### src/rtl/exec_fwd_pkg.sv
package exec_fwd_pkg;
  typedef enum logic [1:0] {
    PICK_RF  = 2'b00,
    PICK_MWB = 2'b01,
    PICK_EXM = 2'b10
  } pick_e;
endpackage

### src/rtl/fwd_hit.sv
// One producer stage versus one consumer source: a real producer match
module fwd_hit #(
  parameter int REG_AW = 5
) (
  input  logic              wr_en,
  input  logic [REG_AW-1:0] dst,
  input  logic [REG_AW-1:0] src,
  output logic              hit
);
  always_comb begin
    hit = wr_en && (dst != '0) && (dst == src);
  end
endmodule

### src/rtl/fwd_prio.sv
// Priority between the two producer stages; younger one wins
module fwd_prio
  import exec_fwd_pkg::*;
(
  input  logic  hit_exm,
  input  logic  hit_mwb,
  output pick_e pick
);
  always_comb begin
    if (hit_exm)      pick = PICK_EXM;
    else if (hit_mwb) pick = PICK_MWB;
    else              pick = PICK_RF;
  end
endmodule

### src/rtl/fwd_mux.sv
// Operand data mux driven by the select code
module fwd_mux
  import exec_fwd_pkg::*;
#(
  parameter int DATA_W = 32
) (
  input  pick_e             pick,
  input  logic [DATA_W-1:0] rf_val,
  input  logic [DATA_W-1:0] exm_val,
  input  logic [DATA_W-1:0] mwb_val,
  output logic [DATA_W-1:0] q
);
  always_comb begin
    unique case (pick)
      PICK_EXM: q = exm_val;
      PICK_MWB: q = mwb_val;
      default:  q = rf_val;
    endcase
  end
endmodule

### src/rtl/exec_fwd_unit.sv
module exec_fwd_unit
  import exec_fwd_pkg::*;
#(
  parameter int DATA_W = 32,
  parameter int REG_AW = 5
) (
  input  logic [REG_AW-1:0] ex_src_a,
  input  logic [REG_AW-1:0] ex_src_b,
  input  logic [DATA_W-1:0] ex_rf_a,
  input  logic [DATA_W-1:0] ex_rf_b,
  input  logic              exm_wr_en,
  input  logic [REG_AW-1:0] exm_dst,
  input  logic [DATA_W-1:0] exm_val,
  input  logic              mwb_wr_en,
  input  logic [REG_AW-1:0] mwb_dst,
  input  logic [DATA_W-1:0] mwb_val,
  output logic [DATA_W-1:0] opnd_a,
  output logic [DATA_W-1:0] opnd_b,
  output logic [1:0]        pick_a,
  output logic [1:0]        pick_b
);
  localparam int NUM_OPND = 2;

  logic [REG_AW-1:0] src_v  [NUM_OPND];
  logic [DATA_W-1:0] rf_v   [NUM_OPND];
  logic [DATA_W-1:0] opnd_v [NUM_OPND];
  pick_e             pick_v [NUM_OPND];

  assign src_v[0] = ex_src_a;
  assign src_v[1] = ex_src_b;
  assign rf_v[0]  = ex_rf_a;
  assign rf_v[1]  = ex_rf_b;

  for (genvar g = 0; g < NUM_OPND; g++) begin : g_opnd
    logic hit_exm;
    logic hit_mwb;

    fwd_hit #(.REG_AW(REG_AW)) u_hit_exm (
      .wr_en(exm_wr_en), .dst(exm_dst), .src(src_v[g]), .hit(hit_exm)
    );
    fwd_hit #(.REG_AW(REG_AW)) u_hit_mwb (
      .wr_en(mwb_wr_en), .dst(mwb_dst), .src(src_v[g]), .hit(hit_mwb)
    );
    fwd_prio u_prio (
      .hit_exm(hit_exm), .hit_mwb(hit_mwb), .pick(pick_v[g])
    );
    fwd_mux #(.DATA_W(DATA_W)) u_mux (
      .pick(pick_v[g]), .rf_val(rf_v[g]), .exm_val(exm_val),
      .mwb_val(mwb_val), .q(opnd_v[g])
    );

    always_comb begin
      AST_EXM_DATA: assert (pick_v[g] != PICK_EXM || opnd_v[g] == exm_val) else $error("exm data");
      AST_MWB_DATA: assert (pick_v[g] != PICK_MWB || opnd_v[g] == mwb_val) else $error("mwb data");
      AST_EXM_WINS: assert (!(exm_wr_en && exm_dst == src_v[g] && src_v[g] != '0) || pick_v[g] == PICK_EXM) else $error("prio");
      AST_RF_DATA:  assert (pick_v[g] != PICK_RF || opnd_v[g] == rf_v[g]) else $error("rf data");
      AST_ZERO_SRC: assert (src_v[g] != '0 || pick_v[g] == PICK_RF) else $error("r0");
      AST_LEGAL_PICK: assert (pick_v[g] != pick_e'(2'b11)) else $error("bad pick");
    end
  end

  assign opnd_a = opnd_v[0];
  assign opnd_b = opnd_v[1];
  assign pick_a = pick_v[0];
  assign pick_b = pick_v[1];
endmodule

### config.mk
export PLATFORM = sky130hd
export DESIGN_NAME = exec_fwd_unit
export DESIGN_NICKNAME = d
export VERILOG_FILES = /design/src/rtl/exec_fwd_pkg.sv /design/src/rtl/fwd_hit.sv /design/src/rtl/fwd_prio.sv /design/src/rtl/fwd_mux.sv /design/src/rtl/exec_fwd_unit.sv
export SDC_FILE = /design/constraint.sdc
export NUM_CORES = 1
export LEC_CHECK = 0
export BUFFER_PORTS_ARGS = -buffer_cell sky130_fd_sc_hd__buf_4
export CAP_MARGIN = 20
export CELL_PAD_IN_SITES_DETAIL_PLACEMENT = 0
export CELL_PAD_IN_SITES_GLOBAL_PLACEMENT = 1
export CORE_MARGIN = 2
export CORE_UTILIZATION = 24
export DETAILED_ROUTE_END_ITERATION = 6
export PLACE_DENSITY_LB_ADDON = 0.1
export SLEW_MARGIN = 20
export SYNTH_ARGS = -nofsm -noshare
export SYNTH_HDL_FRONTEND = slang
export SYNTH_SLANG_ARGS = --single-unit
### constraint.sdc
create_clock -name vclk -period 1.72
set_input_delay 0.086 -clock vclk [all_inputs]
set_output_delay 0.086 -clock vclk [all_outputs]
set_load 0.02 [all_outputs]
Word level (Yosys, flattened, before mapping)
Index checks and enable logic that the tools add are counted.
{"block": "word_totals", "register_bits": 0, "input_bits": 150, "out_inout_bits": 68, "elab_cells": 22}
{"block": "op_classes", "n_eq_ne": 8, "reduce_logical": 8, "n_mux": 6}
{"operator": "case mux 32 bit (2 select lines)", "count": 2}
{"operator": "equality test 5 bit", "count": 4}
{"operator": "nonzero test 5 bit", "count": 2}
{"operator": "logical AND 1 bit", "count": 6}
{"operator": "equality test 2 x 1 -> 1 bit (second input constant)", "count": 2}
{"operator": "equality test 2 bit (second input constant)", "count": 2}
{"operator": "2-to-1 mux 2 bit", "count": 2}
{"operator": "2-to-1 mux 1 bit", "count": 2}

Longest topological paths before layout
Gate-level depths: netlist (run 1).
{"block": "logic_depth", "depth_word": 7, "ltp_mapped": 7, "depth_no_buf": 5}

Cells and area by module
Synthesis (run 1) repeated with hierarchy kept, for this count alone.
{"block": "unflattened", "hier_cells": 270, "hier_area_um2": 1621.6}
{"module": "fwd_mux", "instances": 2, "area_each_um2": 636.9, "seq_area_each_um2": 0.0, "cells_per_inst": 113}
{"module": "fwd_hit", "instances": 4, "area_each_um2": 76.3, "seq_area_each_um2": 0.0, "cells_per_inst": 10}
{"module": "fwd_prio", "instances": 2, "area_each_um2": 21.3, "seq_area_each_um2": 0.0, "cells_per_inst": 2}

Worst setup path before layout (run 1)
No wires, ideal clock.
{"block": "synth_timing", "path_type": "in2out", "start": "input port exm_dst[4]", "end": "output port pick_a[0]", "slack_ps": -200, "cell_stages": 6, "arrival_ps": 1834, "cell_sequence": "or4_4 -> o211ai_2 -> or2_1 -> buf_2 -> inv_2 -> nor4_1"}
{"block": "synth_between", "elab_chain_cells": 4}
{"item": "from (decl)", "line": "exec_fwd_unit.sv:12", "text": "input logic [REG_AW-1:0] exm_dst,"}
{"item": "nonzero test 5 bit", "line": "fwd_hit.sv:11", "text": "hit = wr_en && (dst != '0) && (dst == src);"}
{"item": "logical AND 1 bit", "line": "fwd_hit.sv:11"}
{"item": "logical AND 1 bit (*)", "line": "fwd_hit.sv:11"}
{"item": "named net g_opnd[0].hit_exm", "line": "exec_fwd_unit.sv:35", "text": "logic hit_exm;"}
{"item": "2-to-1 mux 2 bit (*)", "line": "fwd_prio.sv:10", "text": "if (hit_exm) pick = PICK_EXM;"}
{"item": "to (decl)", "line": "exec_fwd_unit.sv:19", "text": "output logic [1:0] pick_a,"}
Mark *: on every way through the listed nets, which the timed path passes. The rest lies on a longest branch.

Final worst setup path (run 1)
{"block": "layout_timing", "start": "input port mwb_dst[1]", "end": "output port opnd_a[10]"}
{"block": "layout_between", "elab_chain_cells": 7}
{"item": "from (decl)", "line": "exec_fwd_unit.sv:15", "text": "input logic [REG_AW-1:0] mwb_dst,"}
{"item": "nonzero test 5 bit", "line": "fwd_hit.sv:11"}
{"item": "logical AND 1 bit", "line": "fwd_hit.sv:11"}
{"item": "logical AND 1 bit (*)", "line": "fwd_hit.sv:11"}
{"item": "2-to-1 mux 1 bit (*)", "line": "fwd_prio.sv:11", "text": "else if (hit_mwb) pick = PICK_MWB;"}
{"item": "2-to-1 mux 2 bit (*)", "line": "fwd_prio.sv:10"}
{"item": "equality test 2 x 1 -> 1 bit / equality test 2 bit (equally long branches)", "line": "fwd_mux.sv:14", "text": "unique case (pick)"}
{"item": "case mux 32 bit (2 select lines) (*)", "line": "fwd_mux.sv:14"}
{"item": "to (decl)", "line": "exec_fwd_unit.sv:17", "text": "output logic [DATA_W-1:0] opnd_a,"}
Mark *: on every way between the ends. The rest lies on a longest branch, timed or not.

==> summary.md, run 1 <==
| Metric | Value |
|---|---|
| 1st-iter DRT viols | 136 |
| Switching Fraction | 51.7% |
| Pleak | 0.00222 uW |
| Dpl ws | -0.110 ns |
| Clock buffers | 0 |
| Number of sequential cells | 0 |
| Drt total wl | 15.0 mm |
| Max-slew violations | 0 |
| Placed cell count | 726 |
| Initial Util | 24.5% |
| Fin crit share | 104% |
| Main combinational cell family by area after synthesis | compound AO/OA/AOI/OAI gates |
| Share of cells above drive strength 1 | 58.7% |
| Mapped Area | 2360 sq um |
| Crit path required time | 1.63 ns |
| Largest net degree at the start of global routing | 59 |
| Post-route DRC violation count | 0 |
| CP Capture Type | output pin |
| Combinational fraction of design power | 100.0% |
| FMAX | 559 MHz |
| Die area | 10600 sq um |
| Synth Area in Adders | 0% |
| Post-route ant nets | 0 |
| Post-synthesis simple-gate area fraction | 36.1% |
| Detailed placement HPWL | 10.0 mm |
| Synth-to-Final Area Change | 131% |
| Cells after Synth | 393 |
| Failing checks | negative setup slack |
| All-Layer GR Usage | 25.1% |
| Max Fanout on Critical Path | 7 |
| Fin nets | 772 |
| Final Non-Filler Cells | 753 |
| YS warnings | 0 |
| Slew at the pin closest to its max-slew limit | 0.600 ns |
| Outcome | complete, but fails checks |
| Pwr dens | 312 nW/um^2 |
| P_int | 821 uW |
| Sequential cell area | 0 sq um |
| Peak VDD IR | 0.000205 V |
| Via Count | 4202 |
| Critical path startpoint category | input pin |
| Pre-antenna DRT Iters | 4 |
| Antenna cells | 0 |
| Port Buffers | 218 |
| Count of final setup violators | 45 |
| Fin area | 5450 sq um |
| Mux cell area share after synthesis | 0% |
| Register area share after synthesis | 0% |
| Slack of the critical path | -0.0687 ns |
| Period minus WS final | 1.79 ns |
| Vias/cell | 5.58 |
| Worst slew margin | 59.9% |
| Sequential share of power | 0% |
| Clock power frac | 0% |
| Library cells used by synthesis | 26 |
| Switching power | 878 uW |
| Fill count | 950 |
| Fin Hold WS | 0.553 ns |
| RSZ-0062 raised after global routing | true |
| Synth Area in Compound Gates | 39.3% |
| I/O pin cnt | 218 |
| Placed Area | 4420 sq um |
| WL per Instance | 19.9 microns |
| CP Class | in -> out |
| Arr. time, crit path | 1.70 ns |
| Xor and xnor area share after synthesis | 7.43% |
| Max Cap Violations | 0 |
| Syn nets | 543 |
| Vias in the first global route | 4066 |
| Hold crit path type | in -> out |
| Gr ovfl total | 0 |
| Initial antenna violation count | 0 |
| Die Y | 103 microns |
| Row count | 36 |
| Hold Violations, Final | 0 |
| Tot Pwr | 1700 uW |
| CTS Hold Bufs | 0 |
| Chip width | 103 microns |
| Syn avg cell area | 6.00 sq um |
| Gpl congestion | 0.885 |
| Core ar. | 9640 sq um |
| Global-route wire length before repair | 21.0 mm |
[cells in the final DEF (no fill, tap or decap), drive strengths merged]
cell,n
buf,285
nor3,64
a31oi,63
o31ai,63
nand4,34
inv,34
or4,32
xnor2,15
xor2,5
clkbuf,4
nor4,4
or2,3
o211ai,2
a21boi,2
o31a,2
or3,2
clkinvlp,1
a21bo,1
nor2,1
nand3,1
nand2,1
bufbuf,1
[final cells by class]
class | count | area [sq um] | share of cell area (%)
inverters | 35 | 138 | 2.53
well taps | 133 | 166 | 3.05
multi-input cells | 295 | 2470 | 45.3
repair buffers | 290 | 2670 | 49.1
[cell usage after synthesis]
library cell | instances | area share, %
o31a_1 | 2 | 0.74
nor2_1 | 1 | 0.16
or2_1 | 2 | 0.53
buf_2 | 19 | 4.0
nor4_2 | 1 | 0.53
nor3_1 | 64 | 14
nand4_1 | 34 | 9.0
nor4_1 | 3 | 0.80
nand3_1 | 1 | 0.21
or2_2 | 1 | 0.27
o31ai_1 | 63 | 20
a21bo_2 | 1 | 0.42
nand2_1 | 1 | 0.16
inv_1 | 33 | 5.3
xnor2_1 | 15 | 5.6
buf_4 | 2 | 0.64
or3_1 | 2 | 0.53
o211ai_2 | 2 | 1.1
inv_2 | 2 | 0.32
buf_1 | 4 | 0.64
a31oi_1 | 63 | 17
a21boi_1 | 1 | 0.32
or4_1 | 31 | 9.9
or4_4 | 1 | 0.48
clkbuf_1 | 39 | 6.2
xor2_1 | 5 | 1.9
[timing repair]
action	in CTS	in global routing
pin swaps	42	36
cloned	7	4
hold endpoints to repair	0	0
buffers inserted	15	3
setup endpoints to repair	66	66
resized for setup	35	78
[power groups by stage]
stage,clock network [uW],logic [uW],registers (uW)
3_5_place_dp,0,1380,0
4_1_cts,0,1530,0
5_1_grt,0,1790,0
3_3_place_gp,0,1370,0
2_1_floorplan,0,609,0
6_report,0,1700,0
[critical path: stages]
cell and delay (ns):
buf_8 0.08, clkinvlp_4 0.10, a21bo_4 0.25, buf_12 0.15
clkbuf_16 0.15, or4_4 0.52, a31oi_4 0.20, buf_6 0.14
[layer usage]
metal	global-route usage, %	share of wire [%]	up-vias
met5	0	0	-
met1	29.7	39	1981
li1	-	-	2035
met4	7.39	2.7	0
met2	46.9	52	161
met3	3.32	6.9	25
[path summary, 6_finish.rpt]
check	startpoint	to	cells after the start
setup / recovery	mwb_dst[1]	opnd_a[10]	8
hold / removal	ex_rf_b[3]	opnd_b[3]	4
[stage by stage]
step                      setup TNS [ns]  util, %
after CTS                         -0.354     50.9
after floorplan                        0        -
after global routing               -4.47     56.5
after detailed placement           -4.73     45.9
final                              -1.33     56.5
after global placement             -3.75     45.9
[cell families after synthesis]
family,Yosys count
AO/OA/AOI/OAI,132
AND/OR/NAND/NOR,142
XOR/XNOR,20
buffers and inverters,99
Note: power is estimated with default switching activity, not from simulation.
==> run 2: changes to the inputs <==
--- a/config.mk
+++ b/config.mk
@@ -14,5 +14,4 @@
 export DETAILED_ROUTE_END_ITERATION = 6
 export PLACE_DENSITY_LB_ADDON = 0.1
-export SLEW_MARGIN = 20
 export SYNTH_ARGS = -nofsm -noshare
 export SYNTH_HDL_FRONTEND = slang
==> constraint.sdc (replaced) <==
create_clock -name vclk -period 1.72
set_input_delay 0.172 -clock vclk [all_inputs]
set_output_delay 0.172 -clock vclk [all_outputs]
set_load 0.02 [all_outputs]
==> run 2 against run 1 <==
Against the previous run:
- fmax down 9.8%
- setup slack worse by 0.20 ns
- flip-flop and latch count unchanged
- global-route usage down 0.39 points
- non-clock buffer count down 6
- sequential share of layout area unchanged
- clock-buffer cell count unchanged
- via count up 2.1%
- the flow still finishes with violations (negative setup slack)
- final cell count down 0.80%
==> summary.md, run 2 (synthesis results as in run 1) <==
| Metric | Value |
|---|---|
| Antenna cells | 0 |
| Max Fanout on Critical Path | 8 |
| Arr. time, crit path | 1.81 ns |
| Critical path startpoint category | input pin |
| Peak VDD IR | 0.000203 V |
| Synth-to-Final Area Change | 151% |
| All-Layer GR Usage | 24.7% |
| Pleak | 0.00231 uW |
| CP Class | in -> out |
| Number of sequential cells | 0 |
| Sequential cell area | 0 sq um |
| Fin crit share | 115% |
| 1st-iter DRT viols | 117 |
| Max-slew violations | 0 |
| Detailed placement HPWL | 10.2 mm |
| Initial Util | 24.5% |
| Post-route DRC violation count | 0 |
| Critical path, cell by cell | buf_6 > or4_4 > o211ai_4 > buf_8 > buf_12 > nor3_1 > a31oi_2 > buf_4 |
| FMAX | 504 MHz |
| CTS Hold Bufs | 0 |
| Post-route ant nets | 0 |
| Pre-antenna DRT Iters | 4 |
| Core ar. | 9640 sq um |
| Via Count | 4289 |
| Vias/cell | 5.74 |
| Share of cells above drive strength 1 | 69.4% |
| Gr ovfl total | 0 |
| Max Cap Violations | 0 |
| Hold crit path type | in -> out |
| Worst slew margin | 58.1% |
| Count of final setup violators | 68 |
| Initial antenna violation count | 0 |
| Crit path required time | 1.55 ns |
| Slowest stage cell, crit path | or4_4 |
| WL per Instance | 20.2 microns |
| Row count | 36 |
| I/O pin cnt | 218 |
| Worst stage delay on the critical path | 0.56 ns |
| Hold Violations, Final | 0 |
| Slack of the critical path | -0.264 ns |
| Drt total wl | 15.1 mm |
| Port Buffers | 218 |
| Die area | 10600 sq um |
| Period minus WS final | 1.98 ns |
| Fin Hold WS | 0.726 ns |
| Critical path's top delay family | simple AND/OR/NAND/NOR gates |
| Most frequent cells in the layout | 233 x buf_4, 48 x a31oi_2, 37 x o31ai_1 |
| Pwr dens | 304 nW/um^2 |
| Largest net degree at the start of global routing | 49 |
| Failing checks | negative setup slack |
| Die Y | 103 microns |
| CP Capture Type | output pin |
| Tot Pwr | 1800 uW |
| Slew at the pin closest to its max-slew limit | 0.627 ns |
| Vias in the first global route | 4149 |
| Fin nets | 766 |
| RSZ-0062 raised after global routing | true |
| Chip width | 103 microns |
| Global-route wire length before repair | 21.1 mm |
| Gpl congestion | 0.926 |
| Worst path buffer plus inverter count | 4 |
| Most common cell after layout, fill and taps aside | buf_4 |
| Outcome | complete, but fails checks |
| Clock buffers | 0 |
[run 2: changes by cell type in the layout (fill, tap and decap cells not counted), moves of 7 or more]
cell	before	now
a31oi_4	6	13
a31oi_1	54	2
a31oi_2	3	48
buf_4	241	233
o31ai_2	7	21
nor3_2	20	13
nor3_4	1	20
or4_1	22	29
buf_6	17	26
nor3_1	43	31
o31ai_1	49	37
or4_4	10	3
[run 2: final timing paths]
kind / endpoint / startpoint / depth (start not counted) / slack (ns)
max: opnd_a[21] / exm_dst[4] / 8 / -0.26
min: opnd_b[3] / ex_rf_b[3] / 4 / 0.73
[run 2: timing repair]
item | 4_1_cts | 5_1_grt
setup buffers | 8 | 3
pin swaps | 13 | 13
cloned | 4 | 4
setup endpoints to repair | 67 | 68
resized for setup | 69 | 84
[run 2: where the power goes]
group / internal, uW / switching (uW) / leakage, uW
Clock: 0 / 0 / 0
Combinational: 851 / 948 / 0.00231
Sequential: 0 / 0 / 0
Total: 851 / 948 / 0.00231
[run 2: through the flow]
step           cell area, sq um  std cells  TNS (ns)  utilization (%)  setup WS [ns]
3_3_place_gp               4900        733    -18.01             50.9         -0.319
3_5_place_dp               4900        733    -18.62             50.9         -0.344
2_1_floorplan              2790        393     -1.26                -        -0.0703
5_1_grt                    5910        747    -17.29             61.3         -0.302
4_1_cts                    5400        744    -13.37             56.0         -0.237
6_report                   5910        747    -14.27             61.3         -0.264
[run 2: worst min-delay path, delay by kind of cell]
kind | cells | cell delay (ns)
compound gates | 2 | 0.12
buf+inv | 2 | 0.25
[run 2: cell type report]
cell class,count,area [sq um]
repair buffers,284,2560
fillers,903,3730
inverters,35,140
well taps,133,166
multi-input cells,295,3040
[run 2: metal layers]
layer,wire length (microns),vias up,global-route usage [%]
met5,0,-,0
met4,211,0,4.45
met3,1130,18,3.05
met2,7620,184,43.9
met1,6160,2067,32.3
li1,-,2020,-
==> run 3: changes to the inputs <==
- PLACE_DENSITY: unset -> 0.85
- PLACE_DENSITY_LB_ADDON: 0.1 -> unset
==> run 3 against run 2 <==
Against the previous run:
- the run still ends with negative setup slack left
- sequential share of layout area stayed put
- die area stayed put
- flip-flop and latch count stayed put
- combinational power is 11% lower
- final cell count is 0.27% lower
- non-clock buffer count is 2 lower
- cell area is 11% lower
- largest cell class unchanged
- largest power group unchanged
- highest routed layer unchanged
==> summary.md, run 3 (synthesis results as in run 1) <==
| Metric | Value |
|---|---|
| Arr. time, crit path | 1.77 ns |
| Vias in the first global route | 3934 |
| Sequential cell area | 0 sq um |
| All-Layer GR Usage | 23.9% |
| Worst slew margin | 55.0% |
| Pwr dens | 305 nW/um^2 |
| I/O pin cnt | 218 |
| Fin crit share | 113% |
| Core ar. | 9640 sq um |
| Synth-to-Final Area Change | 124% |
| Clock buffers | 0 |
| Area used by multi-input combinational logic | 2670 sq um |
| Chip width | 103 microns |
| Initial antenna violation count | 0 |
| Port Buffers | 218 |
| CTS Hold Bufs | 0 |
| Most frequent cells in the layout | 255 x buf_4, 63 x nor3_1, 60 x a31oi_2 |
| Gr ovfl total | 0 |
| Max Cap Violations | 0 |
| Slew at the pin closest to its max-slew limit | 0.673 ns |
| Initial Util | 24.5% |
| Final core occ | 54.9% |
| CP Class | in -> out |
| Hold EP | opnd_b[30] |
| Largest net degree at the start of global routing | 48 |
| Antenna cells | 0 |
| Global-route wire length before repair | 20.2 mm |
| Pre-antenna DRT Iters | 5 |
| Hold wc startpoint | ex_rf_b[30] |
| Post-route DRC violation count | 0 |
| RSZ-0062 raised after global routing | true |
| Hold crit path type | in -> out |
| Max-slew violations | 0 |
| Slack of the critical path | -0.226 ns |
| CP Capture Type | output pin |
| Critical path startpoint category | input pin |
| FMAX | 514 MHz |
| Post-route ant nets | 0 |
| Detailed placement HPWL | 10.5 mm |
| Outcome | complete, but fails checks |
| Hold Violations, Final | 0 |
| Count of final setup violators | 68 |
| Row count | 36 |
| Peak VDD IR | 0.000220 V |
| Via Count | 4262 |
| Fin nets | 764 |
| Max Fanout on Critical Path | 20 |
| Pleak | 0.00207 uW |
| Hold depth | 4 |
| Fill count | 934 |
| Most common cell after layout, fill and taps aside | buf_4 |
| Drt total wl | 14.4 mm |
| Crit path required time | 1.55 ns |
| Gpl congestion | 0.876 |
| Share of cells above drive strength 1 | 64.5% |
| Tot Pwr | 1610 uW |
| Die Y | 103 microns |
| 1st-iter DRT viols | 178 |
| Period minus WS final | 1.95 ns |
| Number of sequential cells | 0 |
| Die area | 10600 sq um |
| Vias/cell | 5.72 |
| WL per Instance | 19.3 microns |
| Failing checks | negative setup slack |
==> run 3: cell count changes in the layout (fill, tap and decap cells not counted), moves of 2 or more <==
cell,previous run,this run
a31oi_2,48,60
a31oi_4,13,0
buf_12,17,10
buf_4,233,255
buf_6,26,15
buf_8,3,1
clkbuf_16,3,1
nor3_1,31,63
nor3_2,13,0
nor3_4,20,1
o31ai_1,37,34
o31ai_2,21,25
==> run 3: final cells by class <==
type,instances,area share (%)
multi-input combinational,295,50.4
tap,133,3.15
inverter,35,2.53
timing repair buffer,282,43.9
==> run 3: worst max path at each step <==
| stage | endpoint | slack [ns] | startpoint | cells after the start |
|---|---|---|---|---|
| after CTS | opnd_b[11] | -0.21 | mwb_dst[0] | 7 |
| after floorplan | pick_b[0] | -0.07 | exm_dst[4] | 6 |
| after detailed placement | opnd_b[11] | -0.32 | mwb_dst[1] | 7 |
| after global placement | opnd_b[9] | -0.26 | mwb_dst[1] | 7 |
| final | opnd_b[11] | -0.23 | exm_dst[1] | 7 |
| after global routing | opnd_a[31] | -0.28 | mwb_dst[4] | 7 |
==> run 3: repair_timing <==
action,in CTS,in global routing
pin swaps,7,2
setup buffers,2,0
cloned,1,1
setup endpoints to repair,68,68
resized for setup,22,41
==> run 3: worst max-delay path, stage by stage <==
cell and delay (ns):
buf_6 0.09, or4_4 0.56, o211ai_4 0.23, or2_4 0.21
buf_12 0.20, a31oi_2 0.12, buf_4 0.17
==> run 3: through the flow <==
stage | hold WS, ns | instances | worst slack, ns | setup TNS, ns | cell area, sq um
floorplan | 0.553 | 393 | -0.0703 | -1.26 | 2790
global placement | 0.742 | 742 | -0.264 | -14.76 | 4930
detailed placement | 0.743 | 742 | -0.316 | -16.66 | 4930
CTS | 0.742 | 744 | -0.206 | -11.73 | 5050
global route | 0.753 | 745 | -0.278 | -15.23 | 5290
finish | 0.737 | 745 | -0.226 | -11.96 | 5290
==> run 3: metal layers <==
metal	GRT usage, %	vias up	share of wire (%)
li1	-	2008	-
met1	30.2	1985	38
met2	42.2	248	50
met3	4.41	21	11
met4	5.26	0	1.8
met5	0	-	0
==> run 3: power by group <==
| group | total (uW) | internal, uW | leakage (uW) | switching [uW] |
|---|---|---|---|---|
| Combinational | 1610 | 752 | 0.00207 | 862 |
| Clock | 0 | 0 | 0 | 0 |
| Sequential | 0 | 0 | 0 | 0 |
